**src/rtl/stbuf_pkg.sv**
```systemverilog
package stbuf_pkg;
    localparam int LANES  = 4;
    localparam int WORD_W = 8 * LANES;

    typedef enum logic [1:0] {
        SZ_BYTE = 2'd0,
        SZ_HALF = 2'd1,
        SZ_WORD = 2'd2,
        SZ_WRD3 = 2'd3
    } st_size_e;
endpackage

```
**src/rtl/stbuf_lane_place.sv**
```systemverilog
module stbuf_lane_place
    import stbuf_pkg::*;
(
    input  logic [1:0]              addr_lo,
    input  logic [1:0]              size,
    input  logic [WORD_W-1:0]       data_in,
    output logic [LANES-1:0]        lane_en,
    output logic [WORD_W-1:0]       lane_data
);
    // first lane written and its source byte per lane
    logic [1:0] first_lane;

    always_comb begin
        unique case (st_size_e'(size))
            SZ_BYTE: first_lane = addr_lo;
            SZ_HALF: first_lane = {addr_lo[1], 1'b0};
            default: first_lane = 2'd0;
        endcase
    end

    for (genvar ln = 0; ln < LANES; ln++) begin : g_lane
        logic [1:0] rel;
        logic       hit;
        always_comb begin
            rel = 2'(ln) - first_lane;
            unique case (st_size_e'(size))
                SZ_BYTE: hit = (2'(ln) == first_lane);
                SZ_HALF: hit = (2'(ln) >> 1) == (first_lane >> 1);
                default: hit = 1'b1;
            endcase
        end
        assign lane_en[ln]            = hit;
        assign lane_data[8*ln +: 8]   = hit ? data_in[8*rel +: 8] : 8'h00;
    end
endmodule

```
**src/rtl/stbuf_lane_merge.sv**
```systemverilog
module stbuf_lane_merge
    import stbuf_pkg::*;
(
    input  logic [WORD_W-1:0]  old_data,
    input  logic [WORD_W-1:0]  new_data,
    input  logic [LANES-1:0]   new_en,
    output logic [WORD_W-1:0]  merged
);
    for (genvar ln = 0; ln < LANES; ln++) begin : g_mrg
        assign merged[8*ln +: 8] = new_en[ln] ? new_data[8*ln +: 8] : old_data[8*ln +: 8];
    end
endmodule

```
**src/rtl/stbuf_coalesce.sv**
```systemverilog
module stbuf_coalesce
    import stbuf_pkg::*;
#(
    parameter int ADDR_W = 32,
    parameter int DEPTH  = 4
) (
    input  logic                 clk,
    input  logic                 rst_n,
    input  logic                 st_valid,
    output logic                 st_ready,
    input  logic [ADDR_W-1:0]    st_addr,
    input  logic [WORD_W-1:0]    st_data,
    input  logic [1:0]           st_size,
    output logic                 dr_valid,
    input  logic                 dr_ready,
    output logic [ADDR_W-3:0]    dr_addr,
    output logic [WORD_W-1:0]    dr_data,
    output logic [LANES-1:0]     dr_mask,
    output logic                 dr_full
);
    localparam int WA_W  = ADDR_W - 2;
    localparam int PTR_W = (DEPTH > 1) ? $clog2(DEPTH) : 1;
    localparam int CNT_W = $clog2(DEPTH + 1);
    localparam logic [CNT_W-1:0] FULL_CNT = CNT_W'(DEPTH);
    localparam logic [CNT_W-1:0] TWO_CNT  = CNT_W'(2);
    localparam logic [PTR_W-1:0] LAST_PTR = PTR_W'(DEPTH - 1);

    typedef struct packed {
        logic [DEPTH-1:0][WA_W-1:0]   waddr;
        logic [DEPTH-1:0][WORD_W-1:0] data;
        logic [DEPTH-1:0][LANES-1:0]  mask;
        logic [PTR_W-1:0]             head;
        logic [CNT_W-1:0]             count;
    } state_t;

    state_t q, d;

    logic [LANES-1:0]  place_en;
    logic [WORD_W-1:0] place_data;
    logic [WORD_W-1:0] merged_word;
    logic [PTR_W-1:0]  young_idx;
    logic [PTR_W-1:0]  tail_idx;
    logic              merge_hit;
    logic              accept;
    logic              drain;

    stbuf_lane_place u_place (
        .addr_lo   (st_addr[1:0]),
        .size      (st_size),
        .data_in   (st_data),
        .lane_en   (place_en),
        .lane_data (place_data)
    );

    stbuf_lane_merge u_merge (
        .old_data (q.data[young_idx]),
        .new_data (place_data),
        .new_en   (place_en),
        .merged   (merged_word)
    );

    always_comb begin
        young_idx = PTR_W'((int'(q.head) + int'(q.count) + DEPTH - 1) % DEPTH);
        tail_idx  = PTR_W'((int'(q.head) + int'(q.count)) % DEPTH);
        // the head is always on offer, so merging needs an older slot in front
        merge_hit = (q.count >= TWO_CNT) && (q.waddr[young_idx] == st_addr[ADDR_W-1:2]);
        st_ready  = merge_hit || (q.count < FULL_CNT);
        accept    = st_valid && st_ready;
        drain     = (q.count != '0) && dr_ready;

        d = q;
        if (accept && merge_hit) begin
            d.data[young_idx] = merged_word;
            d.mask[young_idx] = q.mask[young_idx] | place_en;
        end else if (accept) begin
            d.waddr[tail_idx] = st_addr[ADDR_W-1:2];
            d.data[tail_idx]  = place_data;
            d.mask[tail_idx]  = place_en;
        end
        if (drain) begin
            d.head = (q.head == LAST_PTR) ? '0 : q.head + 1'b1;
        end
        d.count = q.count + CNT_W'(accept && !merge_hit) - CNT_W'(drain);
    end

    always_ff @(posedge clk) begin
        if (!rst_n) q <= '0;
        else        q <= d;
    end

    assign dr_valid = (q.count != '0);
    assign dr_addr  = q.waddr[q.head];
    assign dr_data  = q.data[q.head];
    assign dr_mask  = q.mask[q.head];
    assign dr_full  = &q.mask[q.head];

    // the offered slot is frozen while memory back-pressures
    a_r7_hold_stable: assert property (@(posedge clk) disable iff (!rst_n)
        dr_valid && !dr_ready |=> dr_valid && $stable(dr_addr) && $stable(dr_data) && $stable(dr_mask));

    // an offered slot always carries at least one lane
    a_r2_mask_nonempty: assert property (@(posedge clk) disable iff (!rst_n)
        dr_valid |-> dr_mask != '0);

    // the store port only stalls when every slot is in use
    a_r9_stall_only_full: assert property (@(posedge clk) disable iff (!rst_n)
        st_valid && !st_ready |-> q.count == FULL_CNT);

    // a merged store takes no slot
    a_r3_merge_no_alloc: assert property (@(posedge clk) disable iff (!rst_n)
        accept && merge_hit |=> q.count == $past(q.count) - CNT_W'($past(drain)));

    // an empty queue offers nothing
    a_r1_empty_idle: assert property (@(posedge clk) disable iff (!rst_n)
        q.count == '0 |-> !dr_valid && st_ready);
endmodule

```
**config.mk**
```make
export PLATFORM = sky130hd
export DESIGN_NAME = stbuf_coalesce
export DESIGN_NICKNAME = d
export VERILOG_FILES = /design/src/rtl/stbuf_pkg.sv /design/src/rtl/stbuf_lane_place.sv /design/src/rtl/stbuf_lane_merge.sv /design/src/rtl/stbuf_coalesce.sv
export SDC_FILE = /design/constraint.sdc
export NUM_CORES = 1
export LEC_CHECK = 0
export BUFFER_PORTS_ARGS = -buffer_cell sky130_fd_sc_hd__clkbuf_2
export CAP_MARGIN = 20
export CORE_MARGIN = 3
export CORE_UTILIZATION = 55
export DETAILED_ROUTE_END_ITERATION = 8
export PLACE_DENSITY = 0.81
export SLEW_MARGIN = 40
export SYNTH_ARGS = -nofsm -noshare
export SYNTH_HDL_FRONTEND = slang
export SYNTH_SLANG_ARGS = --single-unit
```
**constraint.sdc**
```tcl
create_clock -name clk -period 4.5 [get_ports clk]
set_input_delay 0.225 -clock clk [delete_from_list [all_inputs] [get_ports clk]]
set_output_delay 0.225 -clock clk [all_outputs]
set_load 0.05 [all_outputs]
```
-- Yosys cells after proc, flatten, opt, wreduce, memory -nomap -nowiden
Index checks and enable logic that the tools add are counted.
- add/sub/neg operators: 10
- order comparisons: 7
- equality and inequality tests: 6
- shift-type cells: 4
- multiplexer cells: 43
- bitwise gates (word level): 2
- reductions and logical operators: 16
- operator list (cell ; number):
    2-to-1 mux 144 bit ; 2
    bitwise mux 128 bit ; 2
    binary-select mux 32 bit (select 2 bit) ; 2
    demux 32 bit (select 2 bit) ; 2
    2-to-1 mux 32 bit ; 4
    indexed part select 32 x 6 -> 8 bit ; 4
    binary-select mux 30 bit (select 2 bit) ; 2
    bitwise mux 120 bit ; 1
    2-to-1 mux 30 bit ; 3
    2-to-1 mux 8 bit ; 8
    demux 30 bit (select 2 bit) ; 1
    bitwise mux 16 bit ; 2
    equality test 30 bit ; 1
    binary-select mux 4 bit (select 2 bit) ; 2
    demux 4 bit (select 2 bit) ; 2
    2-to-1 mux 4 bit ; 4
    < comparator 2 x 3 -> 1 bit (second input constant) ; 3
    one-hot mux 1 bit (2 select lines) ; 4
    logical AND 1 bit ; 7
    zero test 2 bit ; 3
    adder 2 x 1 -> 2 bit (second input constant) ; 2
    equality test 2 bit (first input constant) ; 2
    >= comparator 2 x 1 -> 1 bit (second input constant) ; 2
    OR 4 bit ; 1
    other kinds (20) ; 22
- bits in registers: 269
- input port bits: 70
- output and inout port bits: 69
- word-level logic and storage cells: 102

-- Depth between registers and ports, before layout
Gate-level depths: netlist of run 1.
- depth in word-level cells: 12
- gate-level depth with buffers: 23
- mapped depth without buffers: 17

-- Cells and area by module
A second synthesis of run 1 with hierarchy kept.
- cells, all modules: 1575
- area, all modules: 15776.4 um^2
- by module, submodules not included (module ; times used ; cells an instance ; area an instance (um^2)):
    stbuf_coalesce ; 1 ; 1453 ; 14710.4
    stbuf_lane_place ; 1 ; 86 ; 540.5
    stbuf_lane_merge ; 1 ; 36 ; 525.5

-- Least setup slack after synthesis of run 1
OpenSTA, ideal clock, no wires.
- path kind: flip-flop to flip-flop
- from: register q[0] in the netlist's numbering
- to: register q[1] in the netlist's numbering
- library setup time: 115 ps
- data arrival time: 4568 ps
- data required time: 4385 ps
- slack: -183 ps
- stages on the path, launching flop included: 22
- period minus slack after synthesis: 4683 ps
- cells stage by stage: dfxtp_1 > ha_1 > buf_4 > buf_4 > inv_1 > clkbuf_1 > ha_1 > buf_4 > buf_4 > buf_2 > mux4_2 > xnor2_1 > nand2_1 > nor4_1 > and4b_1 > nand2_1 > nand2_1 > ha_1 > inv_1 > ha_1 > fa_1 > and2_1
- RTL lines (what ; line ; source):
    start, declared ; stbuf_coalesce.sv:36 ; state_t q, d;
    start signal, assigned ; stbuf_coalesce.sv:87 ; if (!rst_n) q <= '0;
    start signal, assigned ; stbuf_coalesce.sv:88 ; else q <= d;

-- Worst setup path after layout of run 1
- from: register q[0] in the netlist's numbering
- to: output port st_ready
- cells in the longest elaborated chain, start to end: 8
- elaborated cells between the ends (all ways): 10
- those cells by class: add/sub: 3; order compare: 2; eq/ne: 1; mux: 2; reduce/logical: 2
- RTL lines (what ; line ; source):
    adder 2 bit ; stbuf_coalesce.sv:63 ; young_idx = PTR_W'((int'(q.head) + int'(q.count) + DEPTH - 1) % DEPTH);
    adder 2 x 1 -> 2 bit ; stbuf_coalesce.sv:63 ;
    subtractor 2 bit ; stbuf_coalesce.sv:63 ;
    binary-select mux 30 bit (select 2 bit) ; stbuf_coalesce.sv:66 ; merge_hit = (q.count >= TWO_CNT) && (q.waddr[young_idx] == st_addr[ADDR_W-1:2]);
    2-to-1 mux 30 bit (not written as such) ; stbuf_coalesce.sv:66 ;
    equality test 30 bit ; stbuf_coalesce.sv:66 ;
    logical AND 1 bit ; stbuf_coalesce.sv:66 ;
    logical OR 1 bit (*) ; stbuf_coalesce.sv:67 ; st_ready = merge_hit || (q.count < FULL_CNT);
    end, declared ; stbuf_coalesce.sv:10 ; output logic st_ready,
Mark *: on every way between the ends. The rest lies on a longest branch, timed or not. The select of a mux whose other input is x is not followed.

==> flow_summary_export.csv, run 1 <==
group,metric,value,unit
outcome,outcome,"completed",
clocking,clkTransAtPathRegs,60,ps
synthesis,yosysSeqAreaShare,33.88,%
synthesis,synthFlopType,"dfxtp_1",
placed_design,gp_congestion,0.9195,
sta,tightestPinTransition,848.5,ps
synthesis,synth_top_cell_by_area,"dfxtp_1",
grt,grt_pass1_wl,76.62,mm
placed_design,hpwl,30.46,mm
finish,diodes,0,
setup_path,arrival,4210,ps
finish,final_area,18270,µm²
grt,grt_max_degree,158,
clocking,clock_latency,560,ps
sta,finalSetupViolCount,0,
finish,area_growth,14.96,%
power,powerDensity,616.4,nW/µm²
synthesis,synthesis.nets,1679,
setup_path,path_class,"reg2out",
finish,multi_input_area,9799,µm²
synthesis,synth_area_leaders,"dfxtp_1, mux4_2, mux2i_1",
setup_path,path_buf_inv,4,
setup_path,startpoint_type,"flip-flop",
synthesis,synth_commonest_cells,"dfxtp_1, a21oi_1, mux4_2",
sta,fmax,225.6,MHz
setup_path,crit_required,4280,ps
setup_path,cpMaxStageDelayCell,"or4_1",
hold_path,hold_start,"st_addr[14]",
grt,grt_pass1_vias,14050,
grt,grtUsageTotal,30.36,%
drt,ant_nets,0,
sta,finalMaxSlewViolations,0,
drt,vias_per_cell,6.896,
finish,regMostFlops,"q",
sta,finalCriticalPeriod,4432,ps
floorplan,core_area,28160,µm²
drt,drt_iter0_drc,1731,
finish,reg.largest.list,"q: 269 flops",
floorplan,num_rows,61,
finish,nNetsFinal,1784,
drt,route.detailed.drc,0,
sta,hold_viol_final,0,
synthesis,async_flop_share,0,%
finish,largest_reg_flops,269,
drt,drt_wl_total,48.51,mm
synthesis,avgSynthCellArea,9.964,µm²
setup_path,worst_path_largest_cell_delay,570,ps
floorplan,die_w,176.0,µm
setup_path,reg2reg_from,"q[0]",
sta,fin_skew,24.36,ps
clocking,clk_path_buf_depth,3,
drt,first_pass_iters,6,
sta,period_share,98.49,%
synthesis,synth-edff-count,0,
setup_path,endpoint_kind,"primary output",
floorplan,initial_core_util,56.43,%
placed_design,placed_area,16980,µm²
synthesis,ys_ff_latch,269,
floorplan,die_area,30970,µm²
floorplan,die_h,176.0,µm
job,max-cap-violations,0,
synthesis,synth_top_area_share,33.88,%
finish,fillers,2140,
setup_path,critPathLaunch,"q[0]",
clocking,cts_tree,"yes",
clocking,cts_made_buffers,28,
clocking,ctsRootBufferMaster,"clkbuf_16",
setup_path,crit_top_cell,"buf_4",
finish,drive_gt1_share,25.15,%
power,p_leak,7.240,nW
floorplan,floorplan.io_pins,139,
synthesis,synthCells,1595,
finish,seq_area,5393,µm²
power,finalPower,11.26,mW
clocking,numClockSinks,269,
drt,via_count,14480,
grt,antenna_found_initial,0,
clocking,htree_levels,1,
setup_path,critPathTopFamily,"simple AND/OR/NAND/NOR gates",
synthesis,synth.most_common_cell,"dfxtp_1",
placed_design,port_buffers,138,
synthesis,synth_warnings,0,
setup_path,path_cells,"ha_4 > xnor2_2 > xnor2_2 > ha_4 > buf_4 > mux4_2 > o2bb2ai_1 > or4_1 > nor4_4 > buf_4 > nand2_1 > buf_4 > nand2_1 > buf_12",
drt,wl_per_cell,23.10,µm
power,vdd_ir_drop_max,0.0004608,V
hold_path,hold_class,"in2reg",
finish,final_core_util,64.87,%
grt,gr-total-overflow,0,
setup_path,crit_fanout,9,
synthesis,synthDistinctLibCells,72,
sta,relSlewSlack,43.23,%
synthesis,synth_area,15890,µm²
-- worst paths after layout --
path / cells after the start / endpoint / slack (ps)
hold reg to reg: 2 / q[168] / 470
setup / recovery: 14 / st_ready / 70
setup reg to reg: 15 / q[132] / 90
hold / removal: 3 / q[161] / 40
-- power by group --
| part | switching [mW] | total [mW] | leakage, nW | internal [mW] |
|---|---|---|---|---|
| registers | 0.353 | 3.18 | 2.18 | 2.82 |
| clock network | 0.994 | 2.33 | 0.459 | 1.34 |
| logic | 3.48 | 5.75 | 4.60 | 2.27 |
-- area by class of cell --
class / count / share of cell area (%)
tap: 378 / 2.589
clock buffer: 42 / 4.561
clock inverter: 10 / 0.5068
timing repair buffer: 227 / 8.663
multi-input combinational: 1150 / 53.64
sequential: 269 / 29.52
inverter: 24 / 0.5273
-- through the flow --
stage	setup TNS, ps	hold WS (ps)	worst slack [ps]	instances
finish	0	38.19	68.04	2100
floorplan	0	361.0	29.09	1595
global route	-1.639	38.97	-1.639	2100
CTS	0	9.601	98.15	2097
global placement	0	450.9	108.1	2012
detailed placement	-11060	465.2	-172.2	2014
-- cell families (layout without fill, tap and decap cells) --
kind of cell	count (synthesis)	after routing	synth area share, %
flops	269	269	33.88
simple gates	441	441	12.76
compound gates	403	403	17.97
xor+xnor	21	21	1.157
fa+ha+maj	14	14	1.149
mux	271	271	28.10
buf+inv	176	303	4.983
-- routing by layer --
metal / GRT usage (%) / share of wire [%] / routed length (µm) / vias up
li1: - / - / - / 6279
met1: 40.68 / 38 / 18560 / 7035
met2: 48.31 / 46 / 22450 / 1009
met3: 5.763 / 11 / 5454 / 158
met4: 13.30 / 4.2 / 2049 / 0
met5: 0 / 0 / 0 / -
-- tightest hold or removal path, stage by stage --
cell      delay [ps]
clkbuf_2         160
nand2_1          100
a21oi_1           60
-- cell usage in the layout (no fill, tap or decap), types with 9 or more instances in the layout --
cell type,count
o31ai_1,17
nand3_1,110
clkbuf_16,29
buf_12,9
buf_4,49
mux2_2,11
nand2_1,138
dfxtp_1,267
inv_1,19
dlygate4sd3_1,26
o211ai_1,12
mux2i_1,121
or3_1,13
clkbuf_2,137
o22a_1,111
a21oi_1,154
a21boi_0,35
ha_1,11
nor2_1,118
mux4_2,139
and2_1,10
xnor2_1,13
-- what timing repair did --
action / 4_1_cts / 5_1_grt
gates resized for setup: 1 / 8
setup buffers: 5 / 2
endpoints found under the setup margin: 192 / 82
endpoints found under the hold margin: 64 / 0
hold buffers: 26 / 0
pin swaps: 2 / 2
gates cloned: 0 / 1
Note: power is estimated with default switching activity, not from simulation.
==> run 2: changes to the inputs <==
- RECOVER_POWER: unset -> 100
==> flow_summary_export.csv, run 2 (synthesis gave the netlist of run 1 again) <==
group,metric,value,unit
grt,grt_pass1_vias,14050,
sta,fin_skew,20.54,ps
grt,antenna_found_initial,0,
sta,finalMaxSlewViolations,0,
hold_path,hold_class,"in2reg",
drt,vias_per_cell,6.921,
setup_path,cpMaxStageDelayCell,"or4_1",
placed_design,place_ws,-172.2,ps
drt,first_pass_iters,5,
sta,tightestPinTransition,1363,ps
drt,via_count,14540,
sta,hold_viol_final,0,
setup_path,startpoint_type,"flip-flop",
clocking,ctsRootBufferMaster,"clkbuf_16",
setup_path,crit_top_cell,"buf_4",
setup_path,crit_fanout,9,
finish,regMostFlops,"q",
setup_path,arrival,4210,ps
floorplan,die_h,176.0,µm
placed_design,hpwl,30.46,mm
setup_path,endpoint_kind,"primary output",
placed_design,dp.cells,2014,
sta,period_share,98.55,%
finish,area_growth,14.28,%
clocking,htree_levels,1,
job,max-cap-violations,0,
grt,gr-total-overflow,0,
clocking,clk_path_buf_depth,3,
floorplan,die_area,30970,µm²
setup_path,path_cells,"ha_4 > xnor2_2 > xnor2_2 > ha_4 > buf_4 > mux4_2 > o2bb2ai_1 > or4_1 > nor4_4 > buf_4 > nand2_1 > buf_4 > nand2_1 > buf_12",
grt,grt_pass1_wl,76.62,mm
sta,finalSetupViolCount,0,
clocking,numClockSinks,269,
setup_path,crit_required,4280,ps
floorplan,die_w,176.0,µm
hold_path,holdPathStages,3,
placed_design,port_buffers,138,
floorplan,num_rows,61,
finish,fin_cells,2100,
sta,whs,39.48,ps
finish,nNetsFinal,1784,
setup_path,critPathTopFamily,"simple AND/OR/NAND/NOR gates",
setup_path,path_class,"reg2out",
finish,diodes,0,
sta,final.setup.worst_slack,65.04,ps
floorplan,core_area,28160,µm²
finish,fillers,2179,
finish,mostFrequentLayoutCell,"dfxtp_1",
finish,drive_gt1_share,21.31,%
power,powerDensity,616.9,nW/µm²
power,p_leak,7.010,nW
floorplan,floorplan.io_pins,139,
drt,drt_wl_total,48.76,mm
clocking,cts_tree,"yes",
drt,route.detailed.drc,0,
power,vdd_ir_drop_max,0.0004589,V
grt,grt_max_degree,158,
drt,wl_per_cell,23.22,µm
finish,largest_reg_flops,269,
finish,most-common-layout-cells,"dfxtp_1, a21oi_1, mux4_2",
drt,ant_nets,0,
power,finalPower,11.20,mW
setup_path,critical_path_depth,14,
drt,drt_iter0_drc,1798,
setup_path,r2r.worst_path.cells,15,
finish,reg.largest.list,"q: 269 flops",
clocking,cts_made_buffers,28,
grt,grtUsageTotal,30.36,%
setup_path,worst_path_largest_cell_delay,580,ps
sta,fmax,225.5,MHz
clocking,clock_latency,560,ps
floorplan,initial_core_util,56.43,%
placed_design,gp_congestion,0.9195,
sta,finalCriticalPeriod,4435,ps
sta,relSlewSlack,9.110,%
clocking,clkTransAtPathRegs,60,ps
outcome,outcome,"completed",
setup_path,path_buf_inv,4,
sta,tns,0,ps
run 2: cell types whose count changed in the layout (fill, tap and decap cells not counted):
| cell | delta |
|---|---|
| buf_12 | -1 |
| buf_2 | +1 |
| buf_4 | -4 |
| clkbuf_1 | +65 |
| clkbuf_2 | -62 |
| clkbuf_4 | +1 |
| dfxtp_1 | +1 |
| dfxtp_4 | -1 |
run 2: metal layers:
layer	global-route usage (%)	up-vias	wire (µm)
li1	-	6277	-
met1	40.68	7056	18620
met2	48.31	1007	22440
met3	5.763	195	5508
met4	13.30	0	2185
met5	0	-	0
run 2: metrics by stage:
| step | util [%] | cell area [µm²] |
|---|---|---|
| global placement | 60.17 | 16950 |
| finish | 64.49 | 18160 |
| CTS | 64.65 | 18210 |
| global route | 64.49 | 18160 |
| detailed placement | 60.27 | 16980 |
| floorplan | - | 15910 |
run 2: repair_timing:
| action | in CTS | in global routing |
|---|---|---|
| hold buffers | 26 | 0 |
| endpoints found under the setup margin | 192 | 82 |
| setup buffers | 5 | 2 |
| cloned | 0 | 1 |
| pin swaps | 2 | 2 |
| hold endpoints to repair | 64 | 0 |
| resized for setup | 1 | 8 |
run 2: path summary, 6_finish.rpt:
path              endpoint  slack (ps)   startpoint
hold reg to reg     q[168]         470       q[168]
setup reg to reg    q[189]          70         q[0]
setup / recovery  st_ready          70         q[0]
hold / removal      q[160]          40  st_addr[13]
run 2: cell type report:
| type | instances | area [µm²] | area share (%) |
|---|---|---|---|
| clock inverter | 10 | 92.59 | 0.5098 |
| inverter | 24 | 96.34 | 0.5304 |
| timing repair buffer | 227 | 1479 | 8.143 |
| tap | 378 | 473.0 | 2.604 |
| multi-input combinational | 1150 | 9799 | 53.95 |
| clock buffer | 42 | 833.3 | 4.588 |
| sequential | 269 | 5389 | 29.67 |
run 2: worst register-to-register path: cells and delay by family (launching register included):
family | cells | cell delay (ps)
AOI/OAI and AO/OA | 2 | 330
xor gates and xnor gates | 2 | 320
adders and majority gates | 2 | 570
buffers and inverters | 4 | 1090
DFF | 1 | 360
muxes | 2 | 670
and+or+nand+nor | 3 | 930
run 2: where the power goes:
part           switching (mW)  internal [mW]
Combinational            3.47           2.22
Clock                    1.00           1.34
Sequential              0.357           2.82
Total                    4.83           6.38
==> run 3: changes to the inputs <==
- SYNTH_HIERARCHICAL: unset -> 1
==> flow_summary_export.csv, run 3 <==
group,metric,value,unit
outcome,outcome,"finished with violations",
outcome,violations,"capacitance limit, slew limit",
floorplan,initial_core_util,56.32,%
placed_design,place_ws,29.36,ps
finish,mostFrequentLayoutCell,"dfxtp_1",
finish,fin_cells,2067,
synthesis,muxShareOfSynthArea,26.93,%
sta,period_share,97.27,%
clocking,numClockSinks,269,
setup_path,endpoint_kind,"primary output",
finish,most-common-layout-cells,"dfxtp_1, a21oi_1, nand2_1",
synthesis,synthSimpleGateAreaFrac,7.423,%
finish,area_growth,14.64,%
hold_path,hold_class,"in2reg",
synthesis,synth-edff-count,0,
drt,top_layer_used,"met5",
drt,drt_iter0_drc,1808,
finish,final_core_util,64.57,%
finish,nNetsFinal,1746,
placed_design,dp.cells,1978,
synthesis,synth_commonest_cells,"dfxtp_1, a21oi_1, nand2_1",
finish,regMostFlops,"q",
clocking,clk_path_buf_depth,3,
floorplan,floorplan.io_pins,139,
grt,grt_max_degree,94,
drt,ant_nets,0,
synthesis,yosysSeqAreaShare,34.13,%
synthesis,synth-xor-area-share,1.332,%
sta,finalSetupViolCount,0,
synthesis,synth_top_family_by_area,"multiplexers",
sta,final.setup.worst_slack,123.0,ps
power,p_comb_share,52.0,%
synthesis,synthFlopType,"dfxtp_1",
grt,antenna_found_initial,1,
grt,grt_pass1_vias,14340,
setup_path,path_class,"reg2out",
clocking,htree_levels,1,
grt,grtUsageTotal,31.67,%
finish,largest_reg_flops,269,
synthesis,synthDistinctLibCells,58,
synthesis,async_flop_share,0,%
placed_design,hpwl,30.35,mm
grt,grt_pass1_wl,79.36,mm
setup_path,crit_fanout,8,
finish,diodes,0,
sta,finalMaxSlewViolations,46,
sta,tns,0,ps
setup_path,worst_path_largest_cell_delay,480,ps
floorplan,num_rows,61,
synthesis,synthCells,1575,
synthesis,avgSynthCellArea,10.02,µm²
sta,tightestPinTransition,1538,ps
finish,reg.largest.list,"q: 269 flops",
synthesis,synth_warnings,6,
clocking,clkTransAtPathRegs,60,ps
synthesis,synth.most_common_cell,"dfxtp_1",
finish,drive_gt1_share,23.27,%
setup_path,path_cells,"ha_4 > xnor2_2 > xor2_2 > ha_4 > buf_4 > mux4_2 > xor2_1 > nor4_4 > nand4_1 > or4_1 > buf_4 > o21ai_4 > buf_12",
synthesis,synth_fa_ha_area_share,0.9200,%
synthesis,synthesis.nets,1656,
synthesis,synth-compound-area-share,23.13,%
drt,met2_length,23.86,mm
power,pwr-share-clk,20.2,%
power,sw_frac_of_total,44.11,%
synthesis,synth_area_leaders,"dfxtp_1, mux4_2, a21oi_1",
synthesis,synth_area,15780,µm²
setup_path,arrival,4150,ps
sta,relSlewSlack,-2.544,%
power,vdd_ir_drop_max,0.0007260,V
power,seqPwrFrac,27.8,%
sta,fin_skew,22.06,ps
floorplan,die_h,175.4,µm
placed_design,port_buffers,138,
drt,wl_met3,5.840,mm
drt,via_count,14480,
synthesis,synth_top_cell_by_area,"dfxtp_1",
clocking,ctsRootBufferMaster,"clkbuf_16",
synthesis,synth_top_area_share,34.13,%
drt,drt_wl_total,50.79,mm
drt,vias_per_cell,7.005,
power,finalPower,12.44,mW
power,internal_power,6.955,mW
power,p_leak,6.683,nW
sta,rsz0062_at_grt,"false",
job,max-cap-violations,1,
clocking,clock_latency,560,ps
clocking,cts_made_buffers,30,
setup_path,crit_required,4280,ps
drt,route.detailed.drc,0,
setup_path,cpMaxStageDelayCell,"or4_1",
floorplan,die_area,30750,µm²
drt,wl_per_cell,24.57,µm
synthesis,ys_ff_latch,269,
sta,hold_viol_final,0,
power,p_switching,5.489,mW
power,powerDensity,688.1,nW/µm²
grt,gr-total-overflow,0,
placed_design,gp_congestion,0.8810,
drt,first_pass_iters,5,
clocking,cts_tree,"yes",
sta,finalCriticalPeriod,4377,ps
sta,fmax,228.5,MHz
setup_path,startpoint_type,"flip-flop",
floorplan,die_w,175.4,µm
floorplan,core_area,28010,µm²
drt,wl_met1,19.14,mm
-- run 3: changes by cell type after synthesis, moves of 35 or more --
| cell | change |
|---|---|
| a22oi_1 | +128 |
| a21boi_0 | -35 |
| nor2_1 | -37 |
| nand3_1 | -104 |
| o31ai_1 | +111 |
| a21oi_1 | +44 |
| o22a_1 | -110 |
-- run 3: cell families (layout without fill, tap and decap cells) --
group | Yosys count | in the layout
compound gates | 546 | 546
xor+xnor | 24 | 24
fa+ha+maj | 11 | 11
buf+inv | 198 | 312
flops | 269 | 269
mux | 256 | 256
simple gates | 271 | 271
-- run 3: stage by stage --
| stage | hold WS [ps] | instance area (µm²) |
|---|---|---|
| after floorplan | 361.0 | 15780 |
| after global placement | 449.2 | 16690 |
| after detailed placement | 460.9 | 16790 |
| after CTS | 1.236 | 18100 |
| after global routing | 15.98 | 18090 |
| final | 13.57 | 18090 |
-- run 3: final cells by class --
cell class	count	area [µm²]
fillers	2149	9925
multi-input cells	1108	9599
flip-flops and latches	269	5393
repair buffers	233	1525
clock buffers	47	905.9
well taps	378	473.0
clock inverters	9	98.84
inverters	23	91.34
-- run 3: final timing paths --
| path | endpoint | from | cells after the start | slack [ps] |
|---|---|---|---|---|
| max | st_ready | q[0] | 13 | 120 |
| min | q[232] | st_addr[25] | 3 | 10 |
| max reg2reg | q[1] | q[0] | 16 | 200 |
| min reg2reg | q[185] | q[185] | 2 | 470 |
-- run 3: power by group through the flow --
stage	clock network, mW	logic (mW)	registers (mW)
5_1_grt	2.60	6.78	3.50
3_3_place_gp	0	6.07	3.42
4_1_cts	2.52	6.38	3.42
3_5_place_dp	0	6.28	3.46
2_1_floorplan	0	4.73	3.29
6_report	2.51	6.47	3.46
-- run 3: critical path: cells and delay by family, from the launching register on --
family,cells,cell delay (ps)
adder cells (fa/ha/maj),2,540
XOR/XNOR,3,550
flip-flops,1,350
buffers and inverters,3,570
AO/OA/AOI/OAI,1,230
AND/OR/NAND/NOR,3,1060
multiplexers,1,300
-- run 3: layer usage --
layer | vias to the layer above | global-route usage (%)
li1 | 6188 | -
met1 | 7007 | 41.88
met2 | 1097 | 51.44
met3 | 185 | 5.707
met4 | 2 | 13.40
met5 | - | 0
-- run 3: what timing repair did --
item / in CTS / in global routing
endpoints found under the hold margin: 67 / 0
endpoints found under the setup margin: 3 / 61
pin swaps: 1 / 5
setup buffers: 1 / 4
hold buffers: 28 / 0
resized for setup: 2 / 11
